$ cat src/rtl/arm_trig_pkg.sv
`timescale 1ns/1ps
package arm_trig_pkg;
  typedef enum logic {
    GATE_IDLE = 1'b0,
    GATE_OPEN = 1'b1
  } gate_state_e;
endpackage

$ cat src/rtl/hit_qualifier.sv
`timescale 1ns/1ps
// Registers one raw hit line and raises fire for one cycle on the sample
// that makes the run of consecutive high samples exceed the threshold.
module hit_qualifier #(
  parameter int THR_W = 4
) (
  input  logic             clk,
  input  logic             rst_n,
  input  logic             raw_in,
  input  logic [THR_W-1:0] thr_len,
  output logic             fire
);
  localparam int RUN_W = THR_W + 1;
  localparam logic [RUN_W-1:0] RUN_MAX = {RUN_W{1'b1}};

  logic             in_q;
  logic [RUN_W-1:0] run_cnt;

  always_ff @(posedge clk) begin
    if (!rst_n) begin
      in_q    <= 1'b0;
      run_cnt <= '0;
    end else begin
      in_q <= raw_in;
      if (!in_q)
        run_cnt <= '0;
      else if (run_cnt != RUN_MAX)
        run_cnt <= run_cnt + 1'b1;
    end
  end

  // run_cnt holds the earlier high samples; in_q is the current one.
  assign fire = in_q && (run_cnt == {1'b0, thr_len});
endmodule

$ cat src/rtl/pulse_shaper.sv
`timescale 1ns/1ps
// Fixed-length pulse generator, restarted by every trigger.
module pulse_shaper #(
  parameter int SHAPE_W = 4
) (
  input  logic               clk,
  input  logic               rst_n,
  input  logic               trig,
  input  logic [SHAPE_W-1:0] shape_len,
  output logic               shaped
);
  logic [SHAPE_W-1:0] left;

  always_ff @(posedge clk) begin
    if (!rst_n)
      left <= '0;
    else if (trig)
      left <= shape_len;
    else if (left != '0)
      left <= left - 1'b1;
  end

  assign shaped = (left != '0);
endmodule

$ cat src/rtl/event_gate.sv
`timescale 1ns/1ps
// Counting gate: opens on the first enabled hit, ORs hits into a pattern,
// and presents pattern and multiplicity on a valid/ready result port.
module event_gate
  import arm_trig_pkg::*;
#(
  parameter int N_CH   = 5,
  parameter int GATE_W = 6,
  parameter int CNT_W  = 3
) (
  input  logic              clk,
  input  logic              rst_n,
  input  logic [N_CH-1:0]   qual,
  input  logic [GATE_W-1:0] gate_len,
  input  logic              res_ready,
  output logic              res_valid,
  output logic [CNT_W-1:0]  res_mult,
  output logic [N_CH-1:0]   res_pattern
);
  gate_state_e       state;
  logic [GATE_W-1:0] remain;
  logic [N_CH-1:0]   seen;
  logic [N_CH-1:0]   seen_next;
  logic [CNT_W-1:0]  seen_cnt;
  logic              slot_free;

  assign seen_next = seen | qual;
  assign slot_free = !res_valid || res_ready;

  always_comb begin
    seen_cnt = '0;
    for (int i = 0; i < N_CH; i++)
      seen_cnt = seen_cnt + CNT_W'(seen_next[i]);
  end

  always_ff @(posedge clk) begin
    if (!rst_n) begin
      state       <= GATE_IDLE;
      remain      <= '0;
      seen        <= '0;
      res_valid   <= 1'b0;
      res_mult    <= '0;
      res_pattern <= '0;
    end else begin
      if (res_valid && res_ready)
        res_valid <= 1'b0;
      case (state)
        GATE_IDLE: begin
          if ((|qual) && slot_free) begin
            state  <= GATE_OPEN;
            remain <= gate_len;
            seen   <= qual;
          end
        end
        GATE_OPEN: begin
          seen <= seen_next;
          if (remain == '0) begin
            state       <= GATE_IDLE;
            res_valid   <= 1'b1;
            res_pattern <= seen_next;
            res_mult    <= seen_cnt;
          end else begin
            remain <= remain - 1'b1;
          end
        end
        default: state <= GATE_IDLE;
      endcase
    end
  end
endmodule

$ cat src/rtl/arm_hit_trigger.sv
`timescale 1ns/1ps
module arm_hit_trigger #(
  parameter int N_CH    = 5,
  parameter int THR_W   = 4,
  parameter int SHAPE_W = 4,
  parameter int GATE_W  = 6,
  localparam int CNT_W  = $clog2(N_CH + 1)
) (
  input  logic               clk,
  input  logic               rst_n,
  input  logic [N_CH-1:0]    hit_in,
  input  logic [THR_W-1:0]   width_thr,
  input  logic [SHAPE_W-1:0] shape_len,
  input  logic [N_CH-1:0]    chan_enable,
  input  logic [GATE_W-1:0]  gate_len,
  output logic               timing_out,
  output logic               res_valid,
  input  logic               res_ready,
  output logic [CNT_W-1:0]   res_mult,
  output logic [N_CH-1:0]    res_pattern
);
  logic [N_CH-1:0] fire_vec;
  logic [N_CH-1:0] shaped_vec;
  logic [N_CH-1:0] qual_en;

  for (genvar c = 0; c < N_CH; c++) begin : g_chan
    hit_qualifier #(.THR_W(THR_W)) u_qual (
      .clk     (clk),
      .rst_n   (rst_n),
      .raw_in  (hit_in[c]),
      .thr_len (width_thr),
      .fire    (fire_vec[c])
    );
    pulse_shaper #(.SHAPE_W(SHAPE_W)) u_shape (
      .clk       (clk),
      .rst_n     (rst_n),
      .trig      (fire_vec[c]),
      .shape_len (shape_len),
      .shaped    (shaped_vec[c])
    );
  end

  assign qual_en = fire_vec & chan_enable;

  always_ff @(posedge clk) begin
    if (!rst_n)
      timing_out <= 1'b0;
    else
      timing_out <= |(shaped_vec & chan_enable);
  end

  event_gate #(.N_CH(N_CH), .GATE_W(GATE_W), .CNT_W(CNT_W)) u_gate (
    .clk         (clk),
    .rst_n       (rst_n),
    .qual        (qual_en),
    .gate_len    (gate_len),
    .res_ready   (res_ready),
    .res_valid   (res_valid),
    .res_mult    (res_mult),
    .res_pattern (res_pattern)
  );
endmodule

$ cat config.mk
export PLATFORM = sky130hd
export DESIGN_NAME = arm_hit_trigger
export DESIGN_NICKNAME = d
export VERILOG_FILES = /design/src/rtl/arm_trig_pkg.sv /design/src/rtl/hit_qualifier.sv /design/src/rtl/pulse_shaper.sv /design/src/rtl/event_gate.sv /design/src/rtl/arm_hit_trigger.sv
export SDC_FILE = /design/constraint.sdc
export NUM_CORES = 1
export LEC_CHECK = 0
export ABC_AREA = 0
export BUFFER_PORTS_ARGS = -buffer_cell sky130_fd_sc_hd__buf_4
export CAP_MARGIN = 10
export CORE_MARGIN = 3
export CORE_UTILIZATION = 49
export DETAILED_ROUTE_END_ITERATION = 6
export GPL_TIMING_DRIVEN = 0
export PLACE_DENSITY = 0.71
export SKIP_LAST_GASP = 1
export SLEW_MARGIN = 20
export SYNTH_ARGS = -nofsm -noshare
export SYNTH_HDL_FRONTEND = slang
export SYNTH_SLANG_ARGS = --single-unit
$ cat constraint.sdc
create_clock -name clk -period 3 [get_ports clk]
set_input_delay 0.15 -clock clk [delete_from_list [all_inputs] [get_ports clk]]
set_output_delay 0.15 -clock clk [all_outputs]
set_load 0.02 [all_outputs]
==> results of run 1 <==
-- cells in the final DEF (no fill, tap or decap), types with 3 or more instances in the layout --
cell type  instances
dfxtp_1           66
nor2_1            61
buf_4             39
nand2_1           35
xor2_1            29
mux2i_1           24
inv_1             20
a21oi_1           18
ha_1              17
xnor2_1           16
a211oi_1          14
nor3_1            10
clkbuf_1          10
clkbuf_8          10
nor2b_1            9
o21ai_0            9
nor3b_1            7
nand4b_1           6
dfxtp_2            6
and3_1             5
or3_1              5
and2_1             5
nand3_1            5
o22ai_1            3
-- per-stage QoR --
step           setup TNS, ns  hold WS [ns]  worst slack, ns  instances  instance area [um^2]
2_1_floorplan              0         0.277           0.0941        426                  3760
5_1_grt                    0        0.0143           0.0111        577                  4410
4_1_cts                    0  0.0000000833          0.00661        575                  4370
6_report                   0        0.0210            0.143        577                  4410
3_5_place_dp          -0.208         0.361           -0.146        557                  4120
3_3_place_gp         -0.0639         0.359          -0.0639        557                  4120
-- area by class of cell --
cell class	instances	area, um^2
sequential	72	1450
multi-input combinational	317	2180
fill	652	2920
clock inverter	4	76.3
timing repair buffer	37	280
inverter	23	86.3
clock buffer	12	145
tap	99	124
buffer	13	68.8
-- routing by layer --
layer  GRT usage (%)  vias up  routed length [um]
met5               0        -                   0
met4            4.33        0                  58
met3            5.07        6                 282
met2            33.1       36                3890
met1            26.0     1434                3760
li1                -     1563                   -
-- synthesized netlist by cell type (all sizes together) (9+ instances only) --
library cell,instances,share of area (%)
mux2i,24,6.4
dfxtp,72,38
inv,21,2.1
a21oi,19,2.5
nand2,35,3.5
nor2,61,6.1
nor2b,10,1.7
a211oi,15,3.1
ha,18,6.0
o21ai,9,1.2
xor2,29,6.8
nor3,12,1.6
xnor2,16,3.7
-- state kept, by name, indices dropped and copies added (netlist names) --
register and flops:
u_gate.res_valid 1, g_chan.u_qual.in_q 5, g_chan.u_qual.run_cnt 25, timing_out 1, u_gate.res_pattern 5, u_gate.state 1, u_gate.seen 5, g_chan.u_shape.left 20
u_gate.remain 6, u_gate.res_mult 3
-- logic make-up after synthesis --
kind of cell / synth area share, %
AO/OA/AOI/OAI: 11.1
XOR/XNOR: 10.5
adder cells (fa/ha/maj): 7.06
buffers and inverters: 4.26
flip-flops: 38.3
multiplexers: 6.99
AND/OR/NAND/NOR: 21.7
-- power by group through the flow --
stage | sequential, mW | clock, mW | combinational [mW]
after floorplan | 1.18 | 0 | 0.645
after global placement | 1.19 | 0 | 0.784
after detailed placement | 1.19 | 0 | 0.813
after CTS | 1.17 | 0.872 | 0.825
after global routing | 1.19 | 0.919 | 0.952
final | 1.17 | 0.854 | 0.826
-- critical path, cell delays in order, from the launching register on --
cell	delay, ns
dfxtp_2	0.34
xor2_1	0.17
nor3_2	0.19
nand4_1	0.25
nor2b_4	0.23
inv_2	0.04
ha_1	0.11
inv_1	0.05
fa_1	0.50
inv_1	0.04
ha_2	0.17
fa_1	0.51
nand2_1	0.06
a21oi_2	0.13
-- timing repair --
| action | in CTS | in global routing |
|---|---|---|
| hold buffers | 0 | 1 |
| endpoints found under the hold margin | 0 | 1 |
| setup buffers | 3 | 1 |
| gates resized for setup | 4 | 11 |
| pin swaps | 0 | 6 |
| setup endpoints to repair | 2 | 2 |
-- how the worst min path moves through the flow --
stage / from / end / depth (start not counted)
2_1_floorplan: hit_in[0] / g_chan[0].u_qual.in_q / 1
3_3_place_gp: hit_in[1] / g_chan[1].u_qual.in_q / 2
3_5_place_dp: hit_in[1] / g_chan[1].u_qual.in_q / 2
4_1_cts: hit_in[0] / g_chan[0].u_qual.in_q / 2
5_1_grt: hit_in[2] / g_chan[2].u_qual.in_q / 2
6_report: hit_in[1] / g_chan[1].u_qual.in_q / 2
==> flow_summary_export.csv, run 1 <==
group,metric,value,unit
run_status,status,"finished clean",
detailed_routing,wirelength,8000,um
pwr,power.density,647,mW/mm^2
detailed_routing,wire_per_inst,13.9,um
sta,period_needed,2.86,ns
setup_path,critPathCapture,"u_gate.res_mult[1]",
detailed_routing,route.detailed.drc,0,
final_layout,final_util,60.2,%
setup_path,worst-setup-path-type,"reg2reg",
synth,synth_nets,473,
setup_path,worstSetupStartpoint,"g_chan[1].u_qual.run_cnt[3]",
clocking,clk_pin_slew,0.08,ns
detailed_routing,via_per_inst,5.27,
setup_path,crit_path_start_kind,"flop",
clocking,cts.htree.levels,3,
final_layout,diodes,0,
clocking,numCtsBuffers,9,
pwr,power.total,2.85,mW
sta,worst_pin_slew,0.661,ns
flow_run,maxCapViolCount,0,
setup_path,worst_ep_arrival_time,3.13,ns
die,die_height,93.6,um
global_route,antenna_found_initial,0,
die,die_w,93.6,um
synth,synth_edf_count,0,
placed_design,io_buffers,32,
detailed_routing,drtIter0Drc,174,
sta,timing.final.crit_share,95.2,%
setup_path,cp_max_fo,4,
sta,rsz0062_at_grt,"no",
detailed_routing,dr.pass1.iters,4,
global_route,grt_pass1_wl,13800,um
setup_path,rr_endpoint,"u_gate.res_mult[1]",
synth,synthArstFlopShare,0,%
die,num_rows,31,
sta,finalSetupViolCount,0,
worst_hold_path,hp-class,"in2reg",
sta,finalMaxSlewViolations,0,
pwr,intPower,1.97,mW
synth,avgSynthCellArea,8.82,um^2
detailed_routing,ant_nets,0,
sta,hold_viol_final,0,
global_route,gr-total-overflow,0,
pwr,p_sw,883,uW
synth,yosys_warnings,0,
final_layout,drive_gt1_share,16.5,%
final_layout,syn2layout_area_growth,17.4,%
die,io_pins,37,
clocking,clk_latency,0.34,ns
clocking,clkSinkCount,72,
global_route,grt_max_degree,13,
pwr,total_leakage_power,1.97,nW
die,start_util,51.3,%
setup_path,rrSetupSlack,0.14,ns
placed_design,hpwlAfterDp,5950,um
global_route,grt_usage,19.9,%
die,coreArea,0.00733,mm^2
pwr,p_sw_share,31.0,%
die,dieArea,0.00876,mm^2
final_layout,nNetsFinal,520,
global_route,grt_pass1_vias,3001,
setup_path,reg2reg_depth,13,
setup_path,r2r_start,"g_chan[1].u_qual.run_cnt[3]",
synth,netlist_area,0.00376,mm^2
synth,synth_cell_types,48,
sta,skew,0.0131,ns
clocking,cts_tree,"yes",
sta,fmax,350,MHz
pwr,combinationalPowerShare,29.0,%
pwr,peakVddDrop,0.000339,V
setup_path,required,3.28,ns
synth,ys_ff_latch,72,
detailed_routing,via_count,3039,
synth,syn_inst,426,
pwr,power_frac_clock,29.9,%
synth,ys_seq_area_share,38.3,%
clocking,cts_max_path_buffers,2,
synth,synth-main-ff-cell,"dfxtp_1",
pwr,seqPwrFrac,41.1,%
setup_path,endpoint_kind,"flop",
placed_design,gp_congestion,0.840,
sta,relSlewSlack,55.8,%
clocking,root_buffer,"clkbuf_8",
Note: power is estimated with default switching activity, not from simulation.
==> inputs of run 2 (changes only) <==
==> constraint.sdc (replaced) <==
create_clock -name clk -period 3 [get_ports clk]
set_input_delay 0.9 -clock clk [delete_from_list [all_inputs] [get_ports clk]]
set_output_delay 0.9 -clock clk [all_outputs]
set_load 0.02 [all_outputs]
==> run 2 against run 1 <==
The run now ends with negative setup slack left. Via count fell by 0.53%. Combinational power rose by 0.7%. First-iteration DRC count decreased by 35%. Maximum frequency shrank 5.8%. Clock power up 14%. Highest routed layer unchanged. Sequential share of layout area shrank 0.86 points. Largest power group unchanged. Critical path type is now in2reg. Global-route usage rose by 0.36 points. Flip-flop and latch count did not move. Final area is 2.2% higher. Die area unchanged.
==> flow_summary_export.csv, run 2 (synthesis results as in run 1) <==
group,metric,value,unit
sta,rsz0062_at_grt,"yes",
sta,setup_ws,-0.0333,ns
final_layout,diodes,0,
final_layout,nNetsFinal,520,
global_route,grt_max_degree,13,
final_layout,regMostFlops,"g_chan.u_qual.run_cnt",
setup_path,cp_max_fo,5,
final_layout,final_util,61.5,%
final_layout,drive_gt1_share,17.2,%
sta,worst_pin_slew,0.660,ns
detailed_routing,ant_nets,0,
setup_path,rr_endpoint,"u_gate.res_mult[1]",
detailed_routing,route.detailed.drc,0,
global_route,gr-total-overflow,0,
placed_design,hpwlAfterDp,6010,um
worst_hold_path,min_to,"u_gate.res_mult[0]",
sta,fmax,330,MHz
sta,fin_setup_tns,-0.0333,ns
setup_path,worst_ep_arrival_time,3.32,ns
clocking,cts.htree.levels,3,
clocking,cts_max_path_buffers,2,
detailed_routing,via_count,3023,
global_route,grt_pass1_vias,2970,
die,dieArea,0.00876,mm^2
setup_path,endpoint_kind,"flop",
detailed_routing,dr.pass1.iters,4,
final_layout,syn2layout_area_growth,19.9,%
placed_design,gp_congestion,0.824,
global_route,grt_usage,20.2,%
clocking,root_buffer,"clkbuf_8",
sta,hold_viol_final,0,
clocking,clkSinkCount,72,
sta,skew,0.0105,ns
pwr,total_leakage_power,2.00,nW
flow_run,maxCapViolCount,0,
clocking,ctsHoldBuffers,0,
placed_design,pre_cts_ws,-0.639,ns
detailed_routing,drtIter0Drc,113,
final_layout,top_regs,"g_chan.u_qual.run_cnt: 25 flops, g_chan.u_shape.left: 20 flops, u_gate.remain: 6 flops",
sta,finalSetupViolCount,1,
worst_hold_path,min_from,"u_gate.res_mult[0]",
die,io_pins,37,
worst_hold_path,hp-class,"reg2reg",
clocking,cts_tree,"yes",
sta,finalMaxSlewViolations,0,
sta,hold_slack,0.461,ns
setup_path,r2r_start,"g_chan[0].u_qual.run_cnt[0]",
placed_design,placed_cells,557,
die,start_util,51.3,%
global_route,grt_pass1_wl,13900,um
placed_design,io_buffers,32,
die,die_w,93.6,um
die,num_rows,31,
clocking,clk_latency,0.35,ns
run_status,failed_checks,"negative setup slack",
sta,relSlewSlack,55.9,%
final_layout,final_cell_mix,"dfxtp_1, nor2_1, buf_4",
run_status,status,"finished with violations",
final_layout,layout.cells.most_common,"dfxtp_1",
final_layout,largest_reg_flops,25,
die,coreArea,0.00733,mm^2
setup_path,required,3.28,ns
detailed_routing,wirelength,8310,um
detailed_routing,via_per_inst,5.24,
clocking,clk_pin_slew,0.08,ns
sta,timing.final.crit_share,101,%
pwr,power.density,661,mW/mm^2
setup_path,reg2reg_depth,12,
die,die_height,93.6,um
final_layout,final_cells,577,
setup_path,worst-setup-path-type,"in2reg",
setup_path,rrSetupSlack,0.16,ns
detailed_routing,wire_per_inst,14.4,um
pwr,peakVddDrop,0.000313,V
worst_hold_path,hold_depth,2,
clocking,numCtsBuffers,9,
global_route,antenna_found_initial,0,
sta,period_needed,3.03,ns
setup_path,crit_path_start_kind,"primary input",
run 2: changes by cell type in the layout (fill, tap and decap cells not counted), moves of 3 or more:
cell | before | now
dfxtp_2 | 6 | 0
dfxtp_1 | 66 | 72
xor2_1 | 29 | 26
xor2_2 | 0 | 3
run 2: final cells by class:
type	count	area, um^2
fill	609	2820
multi-input combinational	317	2230
sequential	72	1440
timing repair buffer	37	278
clock buffer	11	151
tap	99	124
clock inverter	5	103
buffer	13	97.6
inverter	23	86.3
run 2: critical path: stages:
cell and delay (ns):
buf_8 0.11, xor2_2 0.15, nor3_2 0.06, and4_4 0.21, or2_4 0.25, ha_4 0.26, inv_2 0.03, fa_1 0.49
inv_1 0.04, ha_2 0.16, fa_1 0.47, nand2_1 0.05, a21oi_1 0.14
run 2: metrics by stage:
| stage | instance area [um^2] | power, mW |
|---|---|---|
| after floorplan | 3790 | 1.83 |
| after CTS | 4490 | 2.99 |
| after global placement | 4160 | 1.97 |
| final | 4510 | 2.98 |
| after global routing | 4510 | 3.17 |
| after detailed placement | 4160 | 2.01 |
run 2: timing repair:
item,4_1_cts,5_1_grt
resized for setup,13,2
setup buffers,4,1
setup endpoints to repair,2,2
pin swaps,6,4
run 2: routing by layer:
layer	up-vias	wire length [um]	global-route usage, %
li1	1555	-	-
met1	1414	3850	25.7
met2	46	4090	34.3
met5	-	0	0
met4	0	102	6.38
met3	8	263	4.34
run 2: where the power goes:
group	internal, mW	total [mW]	switching, mW
sequential	1.08	1.17	0.0928
clock	0.597	0.976	0.379
combinational	0.402	0.832	0.430
total	2.08	2.98	0.902
run 2: how the worst max path moves through the flow:
stage / startpoint / endpoint
CTS: width_thr[2] / u_gate.res_mult[1]
global route: width_thr[2] / u_gate.res_mult[1]
detailed placement: width_thr[2] / u_gate.res_mult[1]
finish: width_thr[0] / u_gate.res_mult[1]
floorplan: width_thr[0] / u_gate.res_mult[1]
global placement: width_thr[0] / u_gate.res_mult[1]
==> inputs of run 3 (changes only) <==
--- a/config.mk
+++ b/config.mk
@@ -13,6 +13,7 @@
 export DETAILED_ROUTE_END_ITERATION = 6
 export GPL_TIMING_DRIVEN = 0
 export PLACE_DENSITY = 0.71
+export SETUP_SLACK_MARGIN = 0.2
 export SKIP_LAST_GASP = 1
 export SLEW_MARGIN = 20
 export SYNTH_ARGS = -nofsm -noshare
==> run 3 against run 2 <==
The run still ends with negative setup slack left. Setup slack worse by 0.061 ns. Maximum frequency is 2.0% lower. Total power hardly changed. Utilization is 0.46 points higher. Register-to-register slack worse by 0.07 ns. Critical endpoint unchanged.
==> flow_summary_export.csv, run 3 (synthesis results as in run 1) <==
group,metric,value,unit
pwr,peakVddDrop,0.000326,V
placed_design,placed_area,0.00416,mm^2
final_layout,diodes,0,
die,start_util,51.3,%
final_layout,largest_reg_flops,25,
clocking,clk_latency,0.35,ns
detailed_routing,wirelength,8380,um
pwr,total_leakage_power,2.01,nW
sta,skew,0.00934,ns
clocking,cts.htree.levels,3,
setup_path,r2r_start,"g_chan[0].u_qual.run_cnt[0]",
setup_path,required,3.28,ns
worst_hold_path,hp-class,"reg2reg",
setup_path,worst-setup-path-type,"in2reg",
setup_path,cp_num_buf_inv,4,
clocking,clkSinkCount,72,
setup_path,crit_path_start_kind,"primary input",
sta,fmax,323,MHz
sta,finalSetupViolCount,1,
placed_design,hpwlAfterDp,6010,um
clocking,clk_pin_slew,0.08,ns
final_layout,fill_cells,610,
setup_path,cp_max_fo,5,
final_layout,layout.cells.most_common,"dfxtp_1",
final_layout,nNetsFinal,522,
detailed_routing,via_per_inst,5.27,
final_layout,drive_gt1_share,17.5,%
placed_design,placed_cells,557,
sta,relSlewSlack,55.9,%
clocking,cts_tree,"yes",
pwr,power.density,656,mW/mm^2
die,dieArea,0.00876,mm^2
global_route,grt_usage,20.3,%
die,die_w,93.6,um
setup_path,cpLargestDelayFamily,"adder cells",
pwr,intPower,2.08,mW
global_route,gr-total-overflow,0,
sta,finalMaxSlewViolations,0,
sta,rsz0062_at_grt,"yes",
sta,setup_ws,-0.0940,ns
worst_hold_path,hold_depth,2,
die,io_pins,37,
pwr,seqPwrFrac,39.3,%
die,coreArea,0.00733,mm^2
run_status,status,"finished with violations",
run_status,failed_checks,"negative setup slack",
pwr,p_sw,902,uW
pwr,power.total,2.98,mW
setup_path,worst_ep_arrival_time,3.38,ns
worst_hold_path,min_from,"u_gate.res_mult[0]",
detailed_routing,dr.pass1.iters,4,
global_route,grt_max_degree,13,
detailed_routing,drtIter0Drc,146,
sta,hold_viol_final,0,
pwr,power_frac_clock,32.7,%
final_layout,syn2layout_area_growth,20.8,%
setup_path,rrSetupSlack,0.09,ns
final_layout,fin_area,0.00454,mm^2
global_route,grt_pass1_wl,13900,um
final_layout,final_cell_mix,"dfxtp_1, nor2_1, buf_4",
clocking,cts_max_path_buffers,2,
final_layout,final_cells,579,
worst_hold_path,min_to,"u_gate.res_mult[0]",
setup_path,reg2reg_depth,13,
clocking,numCtsBuffers,9,
sta,period_needed,3.09,ns
sta,worst_pin_slew,0.660,ns
pwr,p_sw_share,30.2,%
detailed_routing,route.detailed.drc,0,
setup_path,worstPathCellList,"buf_4, xnor2_1, and4_4, buf_6, or2_4, ha_4, inv_2, fa_1, inv_2, ha_4, fa_1, nand2_1, a21oi_1",
placed_design,gp_congestion,0.824,
sta,hold_slack,0.460,ns
sta,fin_setup_tns,-0.0940,ns
die,die_height,93.6,um
detailed_routing,wire_per_inst,14.5,um
setup_path,max_stage_delay,0.50,ns
detailed_routing,ant_nets,0,
final_layout,top_regs,"g_chan.u_qual.run_cnt: 25 flops, g_chan.u_shape.left: 20 flops, u_gate.remain: 6 flops",
setup_path,slowest_stage,"fa_1",
sta,timing.final.crit_share,103,%
die,num_rows,31,
final_layout,regMostFlops,"g_chan.u_qual.run_cnt",
setup_path,rr_endpoint,"u_gate.res_mult[1]",
clocking,ctsHoldBuffers,0,
global_route,antenna_found_initial,0,
global_route,grt_pass1_vias,2989,
pwr,combinationalPowerShare,28.0,%
placed_design,io_buffers,32,
detailed_routing,via_count,3052,
flow_run,maxCapViolCount,0,
setup_path,endpoint_kind,"flop",
clocking,root_buffer,"clkbuf_8",
-- run 3: worst register-to-register path: cells and delay by family, from the launching register on --
family / cells / cell delay [ns]
xor+xnor: 1 / 0.17
compound gates: 1 / 0.14
simple gates: 4 / 0.53
fa+ha+maj: 4 / 1.39
flops: 1 / 0.45
buf+inv: 3 / 0.19
-- run 3: area by class of cell --
type,instances,area (um^2),share of cell area (%)
Tap cell,99,124,2.73
Clock inverter,5,103,2.26
Timing Repair Buffer,38,285,6.28
Multi-Input combinational cell,317,2240,49.3
Inverter,23,86.3,1.90
Clock buffer,11,151,3.33
Buffer,14,114,2.51
Sequential cell,72,1440,31.7
-- run 3: what timing repair did --
action	CTS	global route
pin swaps	6	8
resized for setup	12	6
gates cloned	0	0
endpoints found under the setup margin	3	3
setup buffers	4	2
-- run 3: power groups by stage --
stage	combinational [mW]	sequential [mW]	clock (mW)
floorplan	0.647	1.18	0
global placement	0.783	1.19	0
detailed placement	0.817	1.19	0
CTS	0.837	1.17	0.986
global route	0.957	1.19	1.03
finish	0.835	1.17	0.975
-- run 3: layer usage --
| metal | vias up | GRT usage [%] | share of wire, % | routed length (um) |
|---|---|---|---|---|
| met5 | - | 0 | 0 | 0 |
| met4 | 0 | 6.38 | 1.4 | 118 |
| met3 | 10 | 4.34 | 2.9 | 247 |
| met2 | 46 | 34.7 | 49 | 4150 |
| met1 | 1434 | 25.5 | 46 | 3870 |
| li1 | 1562 | - | - | - |
-- run 3: worst max-delay path by stage --
stage	startpoint	endpoint	cells after the start
global route	width_thr[0]	u_gate.res_mult[1]	14
floorplan	width_thr[0]	u_gate.res_mult[1]	14
CTS	width_thr[2]	u_gate.res_mult[1]	14
global placement	width_thr[0]	u_gate.res_mult[1]	14
finish	width_thr[1]	u_gate.res_mult[1]	13
detailed placement	width_thr[2]	u_gate.res_mult[1]	14
-- run 3: metrics by stage --
stage / setup WS [ns] / utilization (%)
6_report: -0.0940 / 62.0
5_1_grt: -0.181 / 62.0
4_1_cts: -0.194 / 61.4
3_5_place_dp: -0.639 / 56.7
3_3_place_gp: -0.592 / 56.7
2_1_floorplan: -0.432 / -
